`src/rtl/lut_evt_pkg.sv`:
```
package lut_evt_pkg;
    localparam int CFG_W    = 5;
    localparam int SEL_W    = 2;
    localparam int SEL_LO   = 0;
    localparam int MODE_LO  = 2;
    localparam int DIR_BIT  = 4;
    localparam logic [1:0] MODE_COMPANION = 2'b11;

    typedef enum logic [2:0] {
        ST_OFF,
        ST_WATCH,
        ST_WAIT,
        ST_PEND,
        ST_WAKE
    } evt_state_e;
endpackage

```
`src/rtl/lut_evt_cfg.sv`:
```
module lut_evt_cfg
    import lut_evt_pkg::*;
(
    input  logic             clk,
    input  logic             rst_n,
    input  logic             cfg_wr,
    input  logic [CFG_W-1:0] cfg_data,
    input  logic             perm_wr,
    input  logic             perm_val,
    output logic [SEL_W-1:0] sel,
    output logic [1:0]       mode,
    output logic             dir_wr,
    output logic             perm
);
    always_ff @(posedge clk) begin
        if (!rst_n) begin
            sel    <= '0;
            mode   <= '0;
            dir_wr <= 1'b0;
        end else if (cfg_wr) begin
            sel    <= cfg_data[SEL_LO +: SEL_W];
            mode   <= cfg_data[MODE_LO +: 2];
            dir_wr <= cfg_data[DIR_BIT];
        end
    end

    always_ff @(posedge clk) begin
        if (!rst_n)       perm <= 1'b0;
        else if (perm_wr) perm <= perm_val;
    end

    // permission is 0 right after reset
    p_perm_reset_r1: assert property (@(posedge clk)
        $rose(rst_n) |-> !perm);
endmodule

```
`src/rtl/lut_evt_match.sv`:
```
module lut_evt_match
    import lut_evt_pkg::*;
#(
    parameter int ADDR_W = 9,
    parameter int CORE_W = 3
) (
    input  logic              clk,
    input  logic              rst_n,
    input  logic [CORE_W-1:0] self_id,
    input  logic              acc_valid,
    input  logic              acc_we,
    input  logic [CORE_W-1:0] acc_core,
    input  logic [ADDR_W-1:0] acc_addr,
    input  logic [SEL_W-1:0]  sel,
    input  logic [1:0]        mode,
    input  logic              dir_wr,
    input  logic              perm,
    output logic              hit,
    output logic              wr_grant
);
    localparam int UPPER_W = ADDR_W - SEL_W;

    logic [CORE_W-1:0] partner_id;
    logic [ADDR_W-1:0] target;
    logic              is_partner, is_owner, addr_eq, rd_ok, wr_ok;

    always_comb begin
        partner_id = self_id ^ CORE_W'(1);
        is_partner = (acc_core == partner_id);
        is_owner   = (acc_core == self_id);
        target     = {{UPPER_W{1'b1}}, sel};
        addr_eq    = (acc_addr == target);
        rd_ok      = acc_valid && !acc_we && !dir_wr;
        wr_ok      = acc_valid &&  acc_we &&  dir_wr && perm;
        hit        = (mode == MODE_COMPANION) && is_partner && addr_eq && (rd_ok || wr_ok);
        wr_grant   = acc_valid && acc_we && (is_owner || (is_partner && perm));
    end

    // a disabled mode never produces a hit
    p_mode_off_r3: assert property (@(posedge clk) disable iff (!rst_n)
        (mode != MODE_COMPANION) |-> !hit);
    // the owning core never triggers
    p_owner_silent_r5: assert property (@(posedge clk) disable iff (!rst_n)
        (acc_valid && acc_core == self_id) |-> !hit);
    // without permission only the owner may write
    p_perm_block_r6: assert property (@(posedge clk) disable iff (!rst_n)
        (acc_valid && acc_we && acc_core != self_id && !perm) |-> !wr_grant);
endmodule

```
`src/rtl/lut_evt_fsm.sv`:
```
module lut_evt_fsm
    import lut_evt_pkg::*;
(
    input  logic       clk,
    input  logic       rst_n,
    input  logic       cfg_wr,
    input  logic [1:0] new_mode,
    input  logic       hit,
    input  logic       poll,
    input  logic       wait_req,
    output logic       evt_flag,
    output logic       evt_wake,
    output logic       evt_waiting
);
    evt_state_e st, st_nxt;

    always_ff @(posedge clk) begin
        if (!rst_n) st <= ST_OFF;
        else        st <= st_nxt;
    end

    always_comb begin
        st_nxt = st;
        if (cfg_wr) begin
            st_nxt = (new_mode == MODE_COMPANION) ? ST_WATCH : ST_OFF;
        end else begin
            unique case (st)
                ST_OFF:   st_nxt = ST_OFF;
                ST_WATCH: begin
                    if (hit)           st_nxt = wait_req ? ST_WAKE : ST_PEND;
                    else if (wait_req) st_nxt = ST_WAIT;
                end
                ST_WAIT:  if (hit) st_nxt = ST_WAKE;
                ST_PEND: begin
                    if (wait_req)          st_nxt = ST_WAKE;
                    else if (poll && !hit) st_nxt = ST_WATCH;
                end
                ST_WAKE:  st_nxt = hit ? ST_PEND : ST_WATCH;
            endcase
        end
    end

    always_comb begin
        evt_flag    = (st == ST_PEND) || (st == ST_WAKE);
        evt_wake    = (st == ST_WAKE);
        evt_waiting = (st == ST_WAIT);
    end

    // a pending flag holds while nothing clears it
    p_sticky_r7: assert property (@(posedge clk) disable iff (!rst_n)
        (evt_flag && !evt_wake && !poll && !wait_req && !cfg_wr) |=> evt_flag);
    // poll clears unless a new hit arrives in the same cycle
    p_poll_r8: assert property (@(posedge clk) disable iff (!rst_n)
        (st == ST_PEND && poll && !wait_req && !cfg_wr) |=> (evt_flag == $past(hit)));
    // a waiting owner wakes after a hit, for one cycle only
    p_wait_wake_r9: assert property (@(posedge clk) disable iff (!rst_n)
        (evt_waiting && hit && !cfg_wr) |=> evt_wake);
    p_wake_pulse_r9: assert property (@(posedge clk) disable iff (!rst_n)
        evt_wake |=> !evt_wake);
    // waiting on a pending event completes at once
    p_pend_wake_r10: assert property (@(posedge clk) disable iff (!rst_n)
        (st == ST_PEND && wait_req && !cfg_wr) |=> evt_wake);
    // a configuration write drops the event and the wait
    p_cfg_clear_r11: assert property (@(posedge clk) disable iff (!rst_n)
        cfg_wr |=> (!evt_flag && !evt_waiting));
endmodule

```
`src/rtl/lut_share_event.sv`:
```
module lut_share_event
    import lut_evt_pkg::*;
#(
    parameter int ADDR_W = 9,
    parameter int CORE_W = 3
) (
    input  logic              clk,
    input  logic              rst_n,
    input  logic [CORE_W-1:0] self_id,
    input  logic              cfg_wr,
    input  logic [CFG_W-1:0]  cfg_data,
    input  logic              perm_wr,
    input  logic              perm_val,
    input  logic              acc_valid,
    input  logic              acc_we,
    input  logic [CORE_W-1:0] acc_core,
    input  logic [ADDR_W-1:0] acc_addr,
    input  logic              poll,
    input  logic              wait_req,
    output logic              lut_wr_grant,
    output logic              evt_flag,
    output logic              evt_wake,
    output logic              evt_waiting
);
    logic [SEL_W-1:0] sel;
    logic [1:0]       mode;
    logic             dir_wr, perm, hit;

    lut_evt_cfg u_cfg (
        .clk      (clk),
        .rst_n    (rst_n),
        .cfg_wr   (cfg_wr),
        .cfg_data (cfg_data),
        .perm_wr  (perm_wr),
        .perm_val (perm_val),
        .sel      (sel),
        .mode     (mode),
        .dir_wr   (dir_wr),
        .perm     (perm)
    );

    lut_evt_match #(.ADDR_W(ADDR_W), .CORE_W(CORE_W)) u_match (
        .clk       (clk),
        .rst_n     (rst_n),
        .self_id   (self_id),
        .acc_valid (acc_valid),
        .acc_we    (acc_we),
        .acc_core  (acc_core),
        .acc_addr  (acc_addr),
        .sel       (sel),
        .mode      (mode),
        .dir_wr    (dir_wr),
        .perm      (perm),
        .hit       (hit),
        .wr_grant  (lut_wr_grant)
    );

    lut_evt_fsm u_fsm (
        .clk         (clk),
        .rst_n       (rst_n),
        .cfg_wr      (cfg_wr),
        .new_mode    (cfg_data[MODE_LO +: 2]),
        .hit         (hit),
        .poll        (poll),
        .wait_req    (wait_req),
        .evt_flag    (evt_flag),
        .evt_wake    (evt_wake),
        .evt_waiting (evt_waiting)
    );
endmodule

```
`config.mk`:
```
export PLATFORM = sky130hd
export DESIGN_NAME = lut_share_event
export DESIGN_NICKNAME = d
export VERILOG_FILES = /design/src/rtl/lut_evt_pkg.sv /design/src/rtl/lut_evt_cfg.sv /design/src/rtl/lut_evt_match.sv /design/src/rtl/lut_evt_fsm.sv /design/src/rtl/lut_share_event.sv
export SDC_FILE = /design/constraint.sdc
export NUM_CORES = 1
export LEC_CHECK = 0
export CORE_MARGIN = 4
export CORE_UTILIZATION = 39
export CTS_BUF_LIST = sky130_fd_sc_hd__clkbuf_16
export CTS_CLUSTER_SIZE = 16
export DETAILED_ROUTE_END_ITERATION = 10
export PLACE_DENSITY_LB_ADDON = 0.08
export RECOVER_POWER = 100
export SLEW_MARGIN = 0
export SYNTH_ARGS = -nofsm -noshare
export SYNTH_HDL_FRONTEND = slang
export SYNTH_SLANG_ARGS = --single-unit
```
`constraint.sdc`:
```
create_clock -name clk -period 3.3 [get_ports clk]
set_input_delay 0.99 -clock clk [delete_from_list [all_inputs] [get_ports clk]]
set_output_delay 0.99 -clock clk [all_outputs]
set_load 0.01 [all_outputs]
```
==> summary.md <==
| Metric | Value |
|---|---|
| Status | `complete, no violations` |
| DR DRC count | `0` |
| Worst-Skew Late Latency | `0.23 ns` |
| Pin count of the biggest net entering global routing | `11` |
| Post-layout min period | `3.103 ns` |
| Post-layout nets | `136` |
| CP Class | `in2out` |
| # Post-CTS Setup Buffers | `0` |
| # placed instances | `117` |
| Number of setup violations in the final report | `0` |
| TritonCTS Sinks | `9` |
| I/O pin total | `33` |
| Worst Tran Pin Value | `0.4356 ns` |
| DIE WIDTH | `46.71 um` |
| CTS tree | `yes` |
| Resized Gates After CTS | `1` |
| Synthesis-to-finish area growth | `71.52%` |
| CTS max path bufs | `2` |
| Synthesized area | `584.3 um2` |
| Layout cells sized above 1 | `5.660%` |
| N_diodes | `0` |
| Via density | `5.488` |
| First-pass GRT wire length | `2.760 mm` |
| Startpoint Class | `input pin` |
| Routed via count | `664` |
| FILL cells | `120` |
| Skew final | `0.002830 ns` |
| Final instance area | `1002 um2` |
| Core ar. | `1350 um2` |
| H-tree lvl count | `1` |
| Routed wire length | `1.699 mm` |
| Initial antenna violation count | `0` |
| Worst Hold Class | `reg2reg` |
| Initial DRC count | `21` |
| Total die area | `2181 um2` |
| Maximum vdd drop | `508.4 uV` |
| Setup crit end kind | `primary output` |
| Row count | `13` |
| Crit path DAT | `2.11 ns` |
| Root buffer cell | `clkbuf_16` |
| Finished Core Util | `74.24%` |
| Critical path required time | `2.31 ns` |
| Final Power | `390.3 uW` |
| TritonCTS Buffers | `3` |
| Slew Limit Headroom | `70.87%` |
| Cell Count, Final, Fillers Out | `121` |
| Die Y | `46.71 um` |
| Maxcap violations | `0` |
| Placer Congestion | `0.8137` |
| Dpl ws | `-0.08841 ns` |
| Worst-path fanout max | `2` |
| Mapped Nets | `98` |
| RSZ-0062 raised after global routing | `no` |
| Starting Density | `43.28%` |
| Placed cell area | `934.6 um2` |
| Routed length per instance | `14.04 um` |
| Max Fclk | `0.3222 GHz` |
| Clock Pin Slew Worst Setup and Hold Paths | `0.04 ns` |
| Final hold vios | `0` |
| Aggregate global routing overflow | `0` |
| Slew Limit Fails | `0` |
| Register area share after synthesis | `30.84%` |
| Post-route ant nets | `0` |
| Vias in the first global route | `623` |
| Synth Register Bits | `9` |
| Lkg Pwr | `0.0003996 uW` |
| GRT Overall Usage | `18.00%` |
| Post-CTS Hold Buffers | `0` |
| Detailed placer's ending HPWL | `1.334 mm` |
| Synth warn | `0` |
| Drt pass-1 iters | `4` |
| Power Dens Cells | `389.5 nW/um2` |
| Setup ws final | `0.1968 ns` |
| I/O Buffers | `32` |
| Period utilisation layout | `94.04%` |
| Number of library cell types mapped by synthesis | `28` |
| Synthesized area per cell | `8.468 um2` |
| Cells after Synth | `69` |
==> placed cells by master (no fill, tap or decap), types with 3 or more instances in the layout <==
cell type,netlist,layout
clkdlybuf4s50_1,0,26
dfxtp_1,9,9
nor2b_1,7,7
nor2_1,7,7
mux2i_1,7,7
dlygate4sd3_1,0,5
nand3_1,4,4
o21ai_0,4,4
xnor2_1,3,3
inv_1,2,3
nor3_1,3,3
a31oi_1,3,3
clkbuf_16,0,3
==> routing by layer <==
layer | GRT usage (%) | vias up | wire length (um)
met5 | 0 | - | 0
met4 | 4.972 | 0 | 9
met3 | 4.688 | 2 | 188
met2 | 30.22 | 38 | 813
met1 | 22.74 | 294 | 687
li1 | - | 330 | -
==> cell usage after synthesis (all sizes together) <==
cell | number | area, um2
inv | 2 | 7.510
o21ai | 4 | 20.02
a21o | 1 | 7.510
nor2b | 7 | 43.79
xor2 | 2 | 17.52
mux2i | 7 | 70.07
a21oi | 1 | 5.000
nand3 | 4 | 20.02
nand2b | 2 | 12.51
nor3b | 1 | 7.510
xnor2 | 3 | 26.28
nand2 | 1 | 3.750
dfxtp | 9 | 180.2
or3 | 2 | 17.52
or4 | 1 | 11.26
a311o | 1 | 10.01
o2111ai | 1 | 8.760
and4 | 1 | 8.760
a31oi | 3 | 18.77
a211oi | 2 | 20.02
and3 | 1 | 6.260
clkbuf | 1 | 3.750
nor3 | 3 | 15.01
nor4 | 1 | 6.260
a32o | 1 | 10.01
nor2 | 7 | 26.28
==> final cells by class <==
type                    count  area, um2  area share (%)
clock buffers               3      75.07           7.491
clock inverters             1      3.754          0.3745
inverters                   2      7.507          0.7491
multi-input cells          57      382.9           38.20
flip-flops and latches      9      180.2           17.98
well taps                  15      18.77           1.873
repair buffers             34      334.1           33.33
==> kinds of logic after synthesis <==
| kind of cell | after synthesis | synth area share (%) |
|---|---|---|
| AND/OR/NAND/NOR | 31 | 30.62 |
| AO/OA/AOI/OAI | 14 | 17.13 |
| multiplexers | 7 | 11.99 |
| buffers and inverters | 3 | 1.927 |
| XOR/XNOR | 5 | 7.496 |
| flip-flops | 9 | 30.83 |
==> state kept, by name (all words and copies together), names as in the netlist <==
register and flops:
u_cfg.perm 1, u_cfg.mode 2, u_cfg.sel 2, u_cfg.dir_wr 1, u_fsm.st 3
==> where the power goes <==
| group | leakage (uW) | internal, uW | switching [uW] |
|---|---|---|---|
| clock network | 0.0000423 | 158 | 51.1 |
| registers | 0.0000738 | 114 | 3.61 |
| logic | 0.000284 | 43.5 | 19.8 |
==> worst max-delay path: stages <==
cell and delay (ns):
clkdlybuf4s50_1 0.43, xnor2_1 0.21, nand3_1 0.12, nor2_1 0.10, dlygate4sd2_1 0.27
==> path summary, 6_finish.rpt <==
path / end / slack, ns / cells after the start / from
setup / recovery: lut_wr_grant / 0.20 / 5 / acc_core[2]
hold / removal: u_cfg.mode[1]$_SDFFE_PN0P_ / 0.52 / 2 / u_cfg.mode[1]$_SDFFE_PN0P_
setup reg to reg: u_fsm.st[0]$_SDFFE_PN0P_ / 1.27 / 5 / u_cfg.sel[0]$_SDFFE_PN0P_
hold reg to reg: u_cfg.mode[1]$_SDFFE_PN0P_ / 0.52 / 2 / u_cfg.mode[1]$_SDFFE_PN0P_
==> per-stage QoR <==
stage | hold slack, ns | TNS, ns
final | 0.5195 | 0
after global routing | 0.5630 | 0
after CTS | 0.5281 | 0
after detailed placement | 0.5098 | -0.08841
after global placement | 0.4936 | -0.04419
after floorplan | 0.4743 | 0
(Power assumes the default switching activity.)
